$ cat src/rtl/nvstore_pkg.sv
package nvstore_pkg;

    typedef enum logic [1:0] {
        ST_LOAD = 2'd0,
        ST_IDLE = 2'd1,
        ST_PROG = 2'd2
    } seq_state_t;

endpackage

$ cat src/rtl/nvstore_timer.sv
module nvstore_timer #(
    parameter int unsigned WR_CYCLES = 20
) (
    input  logic clk,
    input  logic rst_n,
    input  logic start,
    output logic done
);
    localparam int unsigned CW = $clog2(WR_CYCLES + 1);

    logic [CW-1:0] cnt_q;
    logic          run_q;

    always_ff @(posedge clk or negedge rst_n) begin
        if (!rst_n) begin
            cnt_q <= '0;
            run_q <= 1'b0;
        end else if (start) begin
            cnt_q <= CW'(WR_CYCLES - 1);
            run_q <= 1'b1;
        end else if (run_q) begin
            if (cnt_q == '0) begin
                run_q <= 1'b0;
            end else begin
                cnt_q <= cnt_q - 1'b1;
            end
        end
    end

    assign done = run_q && (cnt_q == '0);

endmodule

$ cat src/rtl/nvstore_seq.sv
module nvstore_seq
    import nvstore_pkg::*;
#(
    parameter int unsigned NUM_CH = 4,
    parameter int unsigned DW     = 8,
    parameter int unsigned ADDR_W = $clog2(NUM_CH)
) (
    input  logic              clk,
    input  logic              rst_n,
    input  logic              cs_n,
    input  logic              arm_stb,
    input  logic              wr_stb,
    input  logic              rcl_stb,
    input  logic [ADDR_W-1:0] addr,
    input  logic [DW-1:0]     din,
    input  logic              timer_done,
    output logic              timer_start,
    output logic              dr_we,
    output logic [ADDR_W-1:0] dr_idx,
    output logic [DW-1:0]     dr_wdata,
    output logic              cp_en,
    output logic [ADDR_W-1:0] cp_idx,
    output logic              nv_we,
    output logic [ADDR_W-1:0] nv_idx,
    output logic [DW-1:0]     nv_wdata,
    output logic              ready
);
    localparam logic [ADDR_W-1:0] LAST_CH = ADDR_W'(NUM_CH - 1);

    seq_state_t        state_q, state_d;
    logic [ADDR_W-1:0] ld_idx_q;
    logic              cs_q;
    logic              cs_rise;
    logic              armed_q;
    logic              pend_arm_q;
    logic              pend_wr_q;
    logic [ADDR_W-1:0] pend_idx_q;
    logic [DW-1:0]     pend_data_q;
    logic              prog_launch;

    assign cs_rise = cs_n && !cs_q;

    // next-state logic
    always_comb begin
        state_d = state_q;
        unique case (state_q)
            ST_LOAD: if (ld_idx_q == LAST_CH) state_d = ST_IDLE;                   // load_done
            ST_IDLE: if (cs_rise && pend_wr_q && armed_q && !pend_arm_q)
                         state_d = ST_PROG;                                        // prog_launch
            ST_PROG: if (timer_done) state_d = ST_IDLE;                            // prog_done
            default: state_d = ST_IDLE;
        endcase
    end

    assign prog_launch = (state_q == ST_IDLE) && (state_d == ST_PROG);

    // state register and frame bookkeeping
    always_ff @(posedge clk or negedge rst_n) begin
        if (!rst_n) begin
            state_q     <= ST_LOAD;
            ld_idx_q    <= '0;
            cs_q        <= 1'b1;
            armed_q     <= 1'b0;
            pend_arm_q  <= 1'b0;
            pend_wr_q   <= 1'b0;
            pend_idx_q  <= '0;
            pend_data_q <= '0;
        end else begin
            state_q <= state_d;
            cs_q    <= cs_n;
            if (state_q == ST_LOAD && ld_idx_q != LAST_CH) begin
                ld_idx_q <= ld_idx_q + 1'b1;
            end
            if (state_q == ST_IDLE) begin
                if (arm_stb) pend_arm_q <= 1'b1;
                if (wr_stb) begin
                    pend_wr_q   <= 1'b1;
                    pend_idx_q  <= addr;
                    pend_data_q <= din;
                end
                if (cs_rise) begin
                    pend_arm_q <= 1'b0;
                    pend_wr_q  <= 1'b0;
                    if (pend_arm_q) begin
                        armed_q <= 1'b1;
                    end else if (prog_launch) begin
                        armed_q <= 1'b0;
                    end
                end
            end
        end
    end

    // outputs
    always_comb begin
        ready       = (state_q == ST_IDLE);
        timer_start = prog_launch;
        dr_we       = (state_q == ST_IDLE) && wr_stb;
        dr_idx      = addr;
        dr_wdata    = din;
        cp_en       = (state_q == ST_LOAD) || ((state_q == ST_IDLE) && rcl_stb);
        cp_idx      = (state_q == ST_LOAD) ? ld_idx_q : addr;
        nv_we       = (state_q == ST_PROG) && timer_done;
        nv_idx      = pend_idx_q;
        nv_wdata    = pend_data_q;
    end

endmodule

$ cat src/rtl/nvstore_bank.sv
module nvstore_bank #(
    parameter int unsigned NUM_CH  = 4,
    parameter int unsigned DW      = 8,
    parameter int unsigned ADDR_W  = $clog2(NUM_CH),
    parameter logic [DW-1:0] NV_INIT = 8'h80
) (
    input  logic                 clk,
    input  logic                 rst_n,
    input  logic                 dr_we,
    input  logic [ADDR_W-1:0]    dr_idx,
    input  logic [DW-1:0]        dr_wdata,
    input  logic                 cp_en,
    input  logic [ADDR_W-1:0]    cp_idx,
    input  logic                 nv_we,
    input  logic [ADDR_W-1:0]    nv_idx,
    input  logic [DW-1:0]        nv_wdata,
    output logic [NUM_CH*DW-1:0] work_flat
);
    for (genvar ch = 0; ch < NUM_CH; ch++) begin : g_ch
        logic [DW-1:0] work_q;
        logic [DW-1:0] shadow_q;

        always_ff @(posedge clk or negedge rst_n) begin
            if (!rst_n) begin
                work_q <= '0;
            end else if (dr_we && dr_idx == ADDR_W'(ch)) begin
                work_q <= dr_wdata;
            end else if (cp_en && cp_idx == ADDR_W'(ch)) begin
                work_q <= shadow_q;
            end
        end

        always_ff @(posedge clk or negedge rst_n) begin
            if (!rst_n) begin
                shadow_q <= NV_INIT;
            end else if (nv_we && nv_idx == ADDR_W'(ch)) begin
                shadow_q <= nv_wdata;
            end
        end

        assign work_flat[ch*DW +: DW] = work_q;
    end

endmodule

$ cat src/rtl/nvstore_mute.sv
module nvstore_mute #(
    parameter int unsigned NUM_CH = 4,
    parameter int unsigned DW     = 8
) (
    input  logic                 mute,
    input  logic [NUM_CH*DW-1:0] work_flat,
    output logic [NUM_CH*DW-1:0] code_flat
);
    for (genvar ch = 0; ch < NUM_CH; ch++) begin : g_ch
        assign code_flat[ch*DW +: DW] = mute ? '0 : work_flat[ch*DW +: DW];
    end

endmodule

$ cat src/rtl/nvstore_ctrl.sv
module nvstore_ctrl #(
    parameter int unsigned   NUM_CH    = 4,
    parameter int unsigned   DW        = 8,
    parameter int unsigned   WR_CYCLES = 20,
    parameter int unsigned   ADDR_W    = $clog2(NUM_CH),
    parameter logic [DW-1:0] NV_INIT   = 8'h80
) (
    input  logic                 clk,
    input  logic                 rst_n,
    input  logic                 cs_n,
    input  logic                 arm_stb,
    input  logic                 wr_stb,
    input  logic                 rcl_stb,
    input  logic [ADDR_W-1:0]    addr,
    input  logic [DW-1:0]        din,
    input  logic                 mute,
    output logic                 ready,
    output logic [NUM_CH*DW-1:0] dac_code
);
    logic              timer_start, timer_done;
    logic              dr_we, cp_en, nv_we;
    logic [ADDR_W-1:0] dr_idx, cp_idx, nv_idx;
    logic [DW-1:0]     dr_wdata, nv_wdata;
    logic [NUM_CH*DW-1:0] work_flat;

    nvstore_seq #(.NUM_CH(NUM_CH), .DW(DW), .ADDR_W(ADDR_W)) u_seq (
        .clk(clk), .rst_n(rst_n), .cs_n(cs_n),
        .arm_stb(arm_stb), .wr_stb(wr_stb), .rcl_stb(rcl_stb),
        .addr(addr), .din(din),
        .timer_done(timer_done), .timer_start(timer_start),
        .dr_we(dr_we), .dr_idx(dr_idx), .dr_wdata(dr_wdata),
        .cp_en(cp_en), .cp_idx(cp_idx),
        .nv_we(nv_we), .nv_idx(nv_idx), .nv_wdata(nv_wdata),
        .ready(ready)
    );

    nvstore_timer #(.WR_CYCLES(WR_CYCLES)) u_timer (
        .clk(clk), .rst_n(rst_n), .start(timer_start), .done(timer_done)
    );

    nvstore_bank #(.NUM_CH(NUM_CH), .DW(DW), .ADDR_W(ADDR_W), .NV_INIT(NV_INIT)) u_bank (
        .clk(clk), .rst_n(rst_n),
        .dr_we(dr_we), .dr_idx(dr_idx), .dr_wdata(dr_wdata),
        .cp_en(cp_en), .cp_idx(cp_idx),
        .nv_we(nv_we), .nv_idx(nv_idx), .nv_wdata(nv_wdata),
        .work_flat(work_flat)
    );

    nvstore_mute #(.NUM_CH(NUM_CH), .DW(DW)) u_mute (
        .mute(mute), .work_flat(work_flat), .code_flat(dac_code)
    );

endmodule

$ cat config.mk
export PLATFORM = sky130hd
export DESIGN_NAME = nvstore_ctrl
export DESIGN_NICKNAME = d
export VERILOG_FILES = /design/src/rtl/nvstore_pkg.sv /design/src/rtl/nvstore_timer.sv /design/src/rtl/nvstore_seq.sv /design/src/rtl/nvstore_bank.sv /design/src/rtl/nvstore_mute.sv /design/src/rtl/nvstore_ctrl.sv
export SDC_FILE = /design/constraint.sdc
export NUM_CORES = 1
export LEC_CHECK = 0
export ABC_AREA = 1
export CORE_MARGIN = 8
export CORE_UTILIZATION = 25
export CTS_CLUSTER_DIAMETER = 60
export DETAILED_ROUTE_END_ITERATION = 6
export DONT_BUFFER_PORTS = 1
export GPL_TIMING_DRIVEN = 1
export PLACE_DENSITY = 0.47
export RECOVER_POWER = 100
export SLEW_MARGIN = 10
export SYNTH_ARGS = -nofsm -noshare
export SYNTH_HDL_FRONTEND = slang
export SYNTH_SLANG_ARGS = --single-unit
$ cat constraint.sdc
create_clock -name clk -period 3.5 [get_ports clk]
set_clock_uncertainty 0.05 [all_clocks]
set_input_delay 0.35 -clock clk [delete_from_list [all_inputs] [get_ports clk]]
set_output_delay 0.35 -clock clk [all_outputs]
set_load 0.05 [all_outputs]
Word-level counts from Yosys, hierarchy flattened. Index checks and enable logic that the tools add are counted.

Latch bits: 0. Memories kept: 0. Memory bits (writable): 0. ROM bits: 0. Output and inout bits: 33. Bits in registers: 88. Input bits: 17. Word-level logic and storage cells: 107.

$mul: 0. Shifts and indexed selects: 0. Div/mod/pow operators: 0. Add/sub/neg operators: 2. Eq/ne operators: 15. Bitwise operators: 0. Reduce and logical (&&, ||, !) cells: 43. $lt $le $gt $ge: 0. Mux-type cells: 29.

Operator list (count): 8-bit two-way mux (12); 1-bit logical AND (22); 2-bit equality test (second input constant) (9); 2-bit nonzero test (8); 5-bit two-way mux (3); 1-bit two-way mux (9); 2-bit by 1-bit equality test with 1-bit output (second input constant) (4); 2-bit zero test (4); 2-bit two-way mux (4); 2-bit AND reduction (4); 2-bit case mux with 3 select lines (1); 5-bit zero test (1); 5-bit by 1-bit subtractor with 5-bit output (second input constant) (1); 2-bit != test (second input constant) (2); 3-bit AND reduction (1); 2-bit by 1-bit adder with 2-bit output (second input constant) (1); 1-bit zero test (2); 1-bit logical OR (1).

Logic depth before layout (Yosys ltp). Gate-level depths: netlist (run 1).

Depth in word-level cells: 11. Depth in mapped cells: 9. Mapped depth without buffers: 8.

Hierarchy. A second synthesis (run 1) with hierarchy kept.

Cells, all modules: 576. Area, all modules: 4529.3 µm².

By module, submodules not included: nvstore_bank (sequential area each 1606.5 µm², area each 3039.2 µm², cells each 359, instances 1); nvstore_seq (sequential area each 451.7 µm², area each 890.9 µm², cells each 109, instances 1); nvstore_timer (sequential area each 150.1 µm², area each 325.3 µm², cells each 41, instances 1); nvstore_mute (sequential area each 0.0 µm², area each 274.0 µm², cells each 67, instances 1).

Least setup slack after synthesis (run 1). Ideal clock, no wire load.

Path type: flip-flop to flip-flop. From: reg u_seq.state_q[1]. To: reg u_bank.g_ch[3].work_q[5]. Required time: 3.333 ns. Stages on the path, launching flop included: 8. Library setup time: 0.117 ns. Arrival: 1.505 ns. Period minus slack after synthesis: 1.672 ns. Path slack: 1.828 ns. Buffers on the path: 1. Cells stage by stage: dfrtp_1 -> nor2_4 -> nand4_2 -> clkbuf_1 -> nand2_1 -> nand2_1 -> nand2_1 -> nand2_1.

Longest elaborated chain between the ends: 5. Elaborated cells between the ends (all ways): 11. Those cells by class: 2 x eq/ne; 2 x mux; 7 x reduce/logical.

RTL lines: from (decl) (RTL line nvstore_seq.sv:30) `seq_state_t state_q, state_d;`; from (signal assigned) (RTL line nvstore_seq.sv:69) `state_q <= state_d;`; 2-bit by 1-bit equality test with 1-bit output *; via ready (RTL line nvstore_ctrl.sv:17) `output logic ready,`; 1-bit logical AND (RTL line nvstore_seq.sv:101) `cp_en = (state_q == ST_LOAD) || ((state_q == ST_IDLE) && rcl_stb);`; 1-bit logical OR (RTL line nvstore_seq.sv:101); 1-bit logical AND (RTL line nvstore_bank.sv:28) `end else if (cp_en && cp_idx == ADDR_W'(ch)) begin`; 2-bit nonzero test (no line); to (signal assigned) (RTL line nvstore_bank.sv:27) `work_q <= dr_wdata;`; to (signal assigned) (RTL line nvstore_bank.sv:29) `work_q <= shadow_q;`; to (decl) (RTL line nvstore_bank.sv:20) `logic [DW-1:0] work_q;`.

Mark *: on every way through the listed nets, which the timed path passes. The rest lies on a longest branch. A chain may end at the register's enable or synchronous reset.

Worst setup path in the final report (run 1).
From: reg u_seq.state_q[1]. To: reg u_bank.g_ch[1].work_q[6].

Longest elaborated chain between the ends: 5. Elaborated cells between the ends (all ways): 11. Those cells by class: 2 x eq/ne; 2 x mux; 7 x reduce/logical.

RTL lines (RTL line): 2-bit by 1-bit equality test with 1-bit output *; via ready (nvstore_ctrl.sv:17); 1-bit logical AND (nvstore_seq.sv:101); 1-bit logical OR (nvstore_seq.sv:101); 1-bit logical AND (nvstore_bank.sv:28); 2-bit nonzero test (no line); to (signal assigned) (nvstore_bank.sv:27); to (signal assigned) (nvstore_bank.sv:29); to (decl) (nvstore_bank.sv:20).

Marked as above.

==> impl_results.md, run 1 <==
* Outcome: completed
* Drt first pass iters at 4
* Hold Crit Class: primary input to flip-flop
* # DRC at 0
* Fin nets at 613
* GRT Total Usage at 0.112
* Synth warn at 0
* Final Instance Area at 4930 µm²
* Ratio of cells with drive above 1 in the final layout at 0.0452
* Clk root buf: clkbuf_16
* Top cells by area, synth: dfrtp_1 (48%), nand2_1 (21%), nand3_1 (8.1%), inv_1 (5.0%), o21ai_0 (4.7%)
* Total length of routed met3 wires at 806 µm
* Clk pwr share at 0.305
* Largest net degree at the start of global routing at 89
* Sequential-to-total area share from yosys stat at 0.506
* Layout area overhead at 12.8%
* PortBufs at 0
* Syn nets at 611
* Cell taking the most area after synthesis: dfrtp_1
* Die Ht at 148 µm
* Core area at 17200 µm²
* Clock Path Buffers at 2
* Worst-Margin Slew at 990 ps
* Clk_lat worst skew at 340 ps
* HPWL after DPL at 8770 µm
* Die X at 148 µm
* Async S/R FF share, synth at 1.00
* Vias in the first global route at 3661
* # clock sinks at 88
* Max VDD drop at 0.249 mV
* Fmax at 0.407 GHz
* PnR worst setup slack at 1040 ps
* I/O pins at 50
* Reg power frac at 0.426
* Final Hold Vio Count at 0
* Placed Area at 4590 µm²
* Post-synth top cells: nand2_1 (247), dfrtp_1 (83), nand3_1 (71)
* Diodes inserted at 0
* Hold Path Depth at 2
* Sum Neg Setup Slack at 0 ps
* Netlist cell types at 27
* DR WL/cell at 14.2 µm
* R2R depth at 7
* Final min period at 2460 ps
* Vias/cell at 4.38
* Switching part of the total at 0.369
* Routed met1 length at 5310 µm
* Gpl congestion at 0.792
* Yosys top cell area share at 0.476
* PD cells at 645 nW/µm²
* TritonCTS clock tree: done
* Highest metal used: met4
* Row cnt at 48
* Leakage at 2.60 nW
* #FFs+latches synth at 88
* Gate power share at 0.268
* H-tree depth at 3
* Aggregate global routing overflow at 0
* Crit Path Class: flip-flop to flip-flop
* Unrepaired setup endpoints after global routing: no
* First-pass GRT wire length at 19500 µm
* Top_reg_cell synth: dfrtp_1
* Worst setup SP type: flip-flop
* Initial antenna violation count at 0
* Worst Setup End Kind: flip-flop
* Post-Syn Instances at 591
* Post-Syn Area per Cell at 7.39 µm²
* Inserted Clock Buffers at 9
* CP arrival at 2680 ps
* Int Power at 0.00200 W
* Clock transition at the registers of the reported paths at 60 ps
* Most frequent cell after synthesis: nand2_1
* Max Cap Violations at 0
* Antenna Nets Post-Route at 0
* Metal2 WL at 5430 µm
* Postcts setup bufs at 0
* Starting Density at 0.254
* Final setup viols at 0
* Post-Place Cells at 804
* DRT iter0 DRCs at 243
* Synthesized area at 4370 µm²
* Die area at 21900 µm²
* Final Util at 0.287
* Max-slew violation count at 0
* Post-route insts no fill at 823
* Max-Slew Margin vs Limit at 0.338
* Number of synthesized flops with an enable pin at 0
* Crit Path Max Fanout at 35
* Worst Path Required at 3730 ps
* Fin crit share at 0.702
* DR vias at 3604
* Sw power at 0.00117 W
* Routed WL at 11700 µm
* Post-Place Setup Slack at 1280 ps
area by class of cell:
cell class | instances | area, µm²
Sequential cell | 88 | 2210
Fill cell | 1903 | 12300
Clock buffer | 15 | 268
Inverter | 63 | 236
Multi-Input combinational cell | 426 | 1840
Timing Repair Buffer | 5 | 62.6
Tap cell | 225 | 282
Clock inverter | 1 | 30.0
critical path: stages, from the launching register on:
cell and delay [ps]:
dfrtp_1 460, nor2_4 420, nand2_4 300, nor2_1 470
inv_1 270, nand2_1 260, nand2_1 100, nand2_1 70
repair_timing:
item                      4_1_cts  5_1_grt
hold buffers                    3        0
hold endpoints to repair       89        0
resized for setup               0        0
routing by layer:
layer  up-vias  global-route usage
met2        74               0.182
li1       1848                   -
met5         -                   0
met3         9              0.0334
met4         0              0.0474
met1      1673               0.135
through the flow:
| stage | total power, W | hold slack (ps) |
|---|---|---|
| finish | 0.00317 | 102 |
| floorplan | 0.00203 | 4.41 |
| detailed placement | 0.00222 | 7.77 |
| global route | 0.00340 | 98.3 |
| global placement | 0.00219 | 7.70 |
| CTS | 0.00323 | 92.4 |
power groups by stage:
stage                     clock network, W  logic [W]  registers (W)
after global routing               0.00104   0.000978        0.00138
final                             0.000969   0.000852        0.00135
after global placement                   0   0.000824        0.00137
after floorplan                          0   0.000708        0.00132
after CTS                          0.00100   0.000875        0.00135
after detailed placement                 0   0.000846        0.00137
cells by family (layout without fill, tap and decap cells):
| kind of cell | Yosys count | in the layout | share of synthesized area |
|---|---|---|---|
| fa+ha+maj | 3 | 3 | 0.00860 |
| flops | 88 | 88 | 0.506 |
| xor+xnor | 3 | 3 | 0.00602 |
| compound gates | 45 | 45 | 0.0527 |
| buf+inv | 77 | 84 | 0.0699 |
| simple gates | 375 | 375 | 0.357 |
path summary, 6_finish.rpt:
path / from / end / slack (ps)
max reg2reg: u_seq.state_q[1] / u_bank.g_ch[1].work_q[6] / 1040
max: u_seq.state_q[1] / u_bank.g_ch[1].work_q[6] / 1040
max in group asynchronous: rst_n / u_bank.g_ch[3].shadow_q[7] / 2480
min: addr[1] / u_seq.nv_idx[1] / 100
min in group asynchronous: rst_n / u_timer.cnt_q[0] / 510
min reg2reg: u_bank.g_ch[2].shadow_q[7] / u_bank.g_ch[2].shadow_q[7] / 410
layout by cell type, fill, tap and decap left out, drive strengths merged:
master         n
clkbuf        15
o21ai         42
nand3         73
bufinv         1
inv           62
dfrtp         83
xnor2          1
dfstp          5
nor3           1
a21o           1
xor2           2
nand2        250
o211ai         1
nor2          50
dlygate4sd3    2
buf            3
nand4          1
clkinv         1
ha             3
a21oi          1
state kept, by name, summed over array words and instances, names as in the netlist, 2 cells and up:
name	count
u_seq.nv_wdata	8
u_seq.state_q	2
u_bank.g_ch.work_q	32
u_bank.g_ch.shadow_q	32
u_seq.nv_idx	2
u_seq.ld_idx_q	2
u_timer.cnt_q	5
(Power assumes the default switching activity.)
==> inputs of run 2 (changes only) <==
PLACE_DENSITY = 0.49   (was 0.47)
clock period = 2 ns   (was 3.5 ns; I/O delays follow)
==> impl_results.md, run 2 (synthesized netlist as in run 1, its figures left out) <==
* # clock sinks at 88
* TritonCTS clock tree: done
* Aggregate global routing overflow at 0
* Vias in the first global route at 3573
* Diodes inserted at 0
* Die X at 148 µm
* DRT iter0 DRCs at 308
* Max-slew violation count at 0
* I/O pins at 50
* Critical path's slowest cell: clkbuf_1
* Largest net degree at the start of global routing at 89
* Crit Path Class: flip-flop to output port
* PortBufs at 0
* Antenna Nets Post-Route at 0
* Final Power at 0.00566 W
* Die area at 21900 µm²
* H-tree depth at 3
* Clk_lat worst skew at 340 ps
* Most frequent cells in the layout: nand2_1 (248), dfrtp_1 (83), nand3_1 (71)
* DR WL/cell at 13.6 µm
* Row cnt at 48
* Worst Path Buf+Inv at 1
* Worst path max stage delay at 560 ps
* Outcome: complete, but fails checks
* Fin nets at 658
* Layout area overhead at 18.5%
* Post-CTS Hold Fix Bufs at 11
* Leakage at 2.69 nW
* Clock Path Buffers at 2
* Post-CTS sizing at 0
* Fin crit share at 0.904
* CP arrival at 1560 ps
* Fillers at 1905
* Clock transition at the registers of the reported paths at 60 ps
* First-pass GRT wire length at 19300 µm
* Worst Setup End Kind: output port
* Setup crit start: u_seq.state_q[1]
* # DRC at 0
* Worst setup SP type: flip-flop
* Max Cap Violations at 0
* Max VDD drop at 0.493 mV
* Initial antenna violation count at 0
* Drt first pass iters at 4
* Commonest non-fill, non-tap cell in the layout: nand2_1
* R2r startpoint: u_seq.state_q[1]
* Final Hold Vio Count at 88
* WHS at -493 ps
* Inserted Clock Buffers at 9
* Post-Place Setup Slack at 164 ps
* Max-Slew Margin vs Limit at 0.531
* Die Ht at 148 µm
* Fmax at 0.553 GHz
* Final Util at 0.301
* Ratio of cells with drive above 1 in the final layout at 0.0591
* Sum Neg Setup Slack at 0 ps
* Hold Crit Class: primary input to asynchronous set/reset pin
* PnR worst setup slack at 192 ps
* Core area at 17200 µm²
* Routed WL at 11800 µm
* HPWL after DPL at 8520 µm
* Worst-Margin Slew at 703 ps
* Final min period at 1810 ps
* Starting Density at 0.254
* Clk root buf: clkbuf_16
* CP delay by family, top: buffers and inverters
* Vias/cell at 4.34
* DR vias at 3763
* Failing checks: hold timing
* Cell Chain, Critical Path: nor2_4 > clkbuf_1
* Crit Path Max Fanout at 8
* Final setup viols at 0
* Unrepaired setup endpoints after global routing: no
* GRT Total Usage at 0.111
* Worst Path Required at 1750 ps
* PD cells at 1100 nW/µm²
* Gpl congestion at 0.780
* Postcts setup bufs at 0
run 2: layout make-up:
type	count	area [µm²]	share of cell area
clock buffer	12	256	0.0496
inverter	63	236	0.0457
clock inverter	4	51.3	0.00992
tap	225	282	0.0544
timing repair buffer	50	288	0.0556
sequential	88	2210	0.427
multi-input combinational	426	1850	0.358
run 2: layer usage:
layer,global-route usage,vias to the layer above,routed length (µm)
met5,0,-,0
met4,0.0444,0,175
met3,0.0252,11,555
met2,0.169,67,5360
met1,0.148,1748,5710
li1,-,1937,-
run 2: final timing paths:
kind	cells after the start	slack, ps	endpoint
max reg2reg	8	190	u_bank.g_ch[0].work_q[5]
max	2	190	ready
max in group asynchronous	0	2160	u_bank.g_ch[0].shadow_q[7]
min in group clk	2	20	u_seq.nv_wdata[0]
min	0	-490	u_timer.cnt_q[0]
min reg2reg	2	420	u_bank.g_ch[3].shadow_q[4]
run 2: where the power goes:
group | switching [W] | internal (W) | total, W
clock network | 0.000693 | 0.00104 | 0.00173
registers | 0.000290 | 0.00209 | 0.00238
logic | 0.00111 | 0.000435 | 0.00155
run 2: stage by stage:
stage                     cells  instance area [µm²]
after global placement      841                 4880
after detailed placement    841                 4880
after CTS                   868                 5300
after global routing        868                 5170
final                       868                 5170
after floorplan             591                 4370
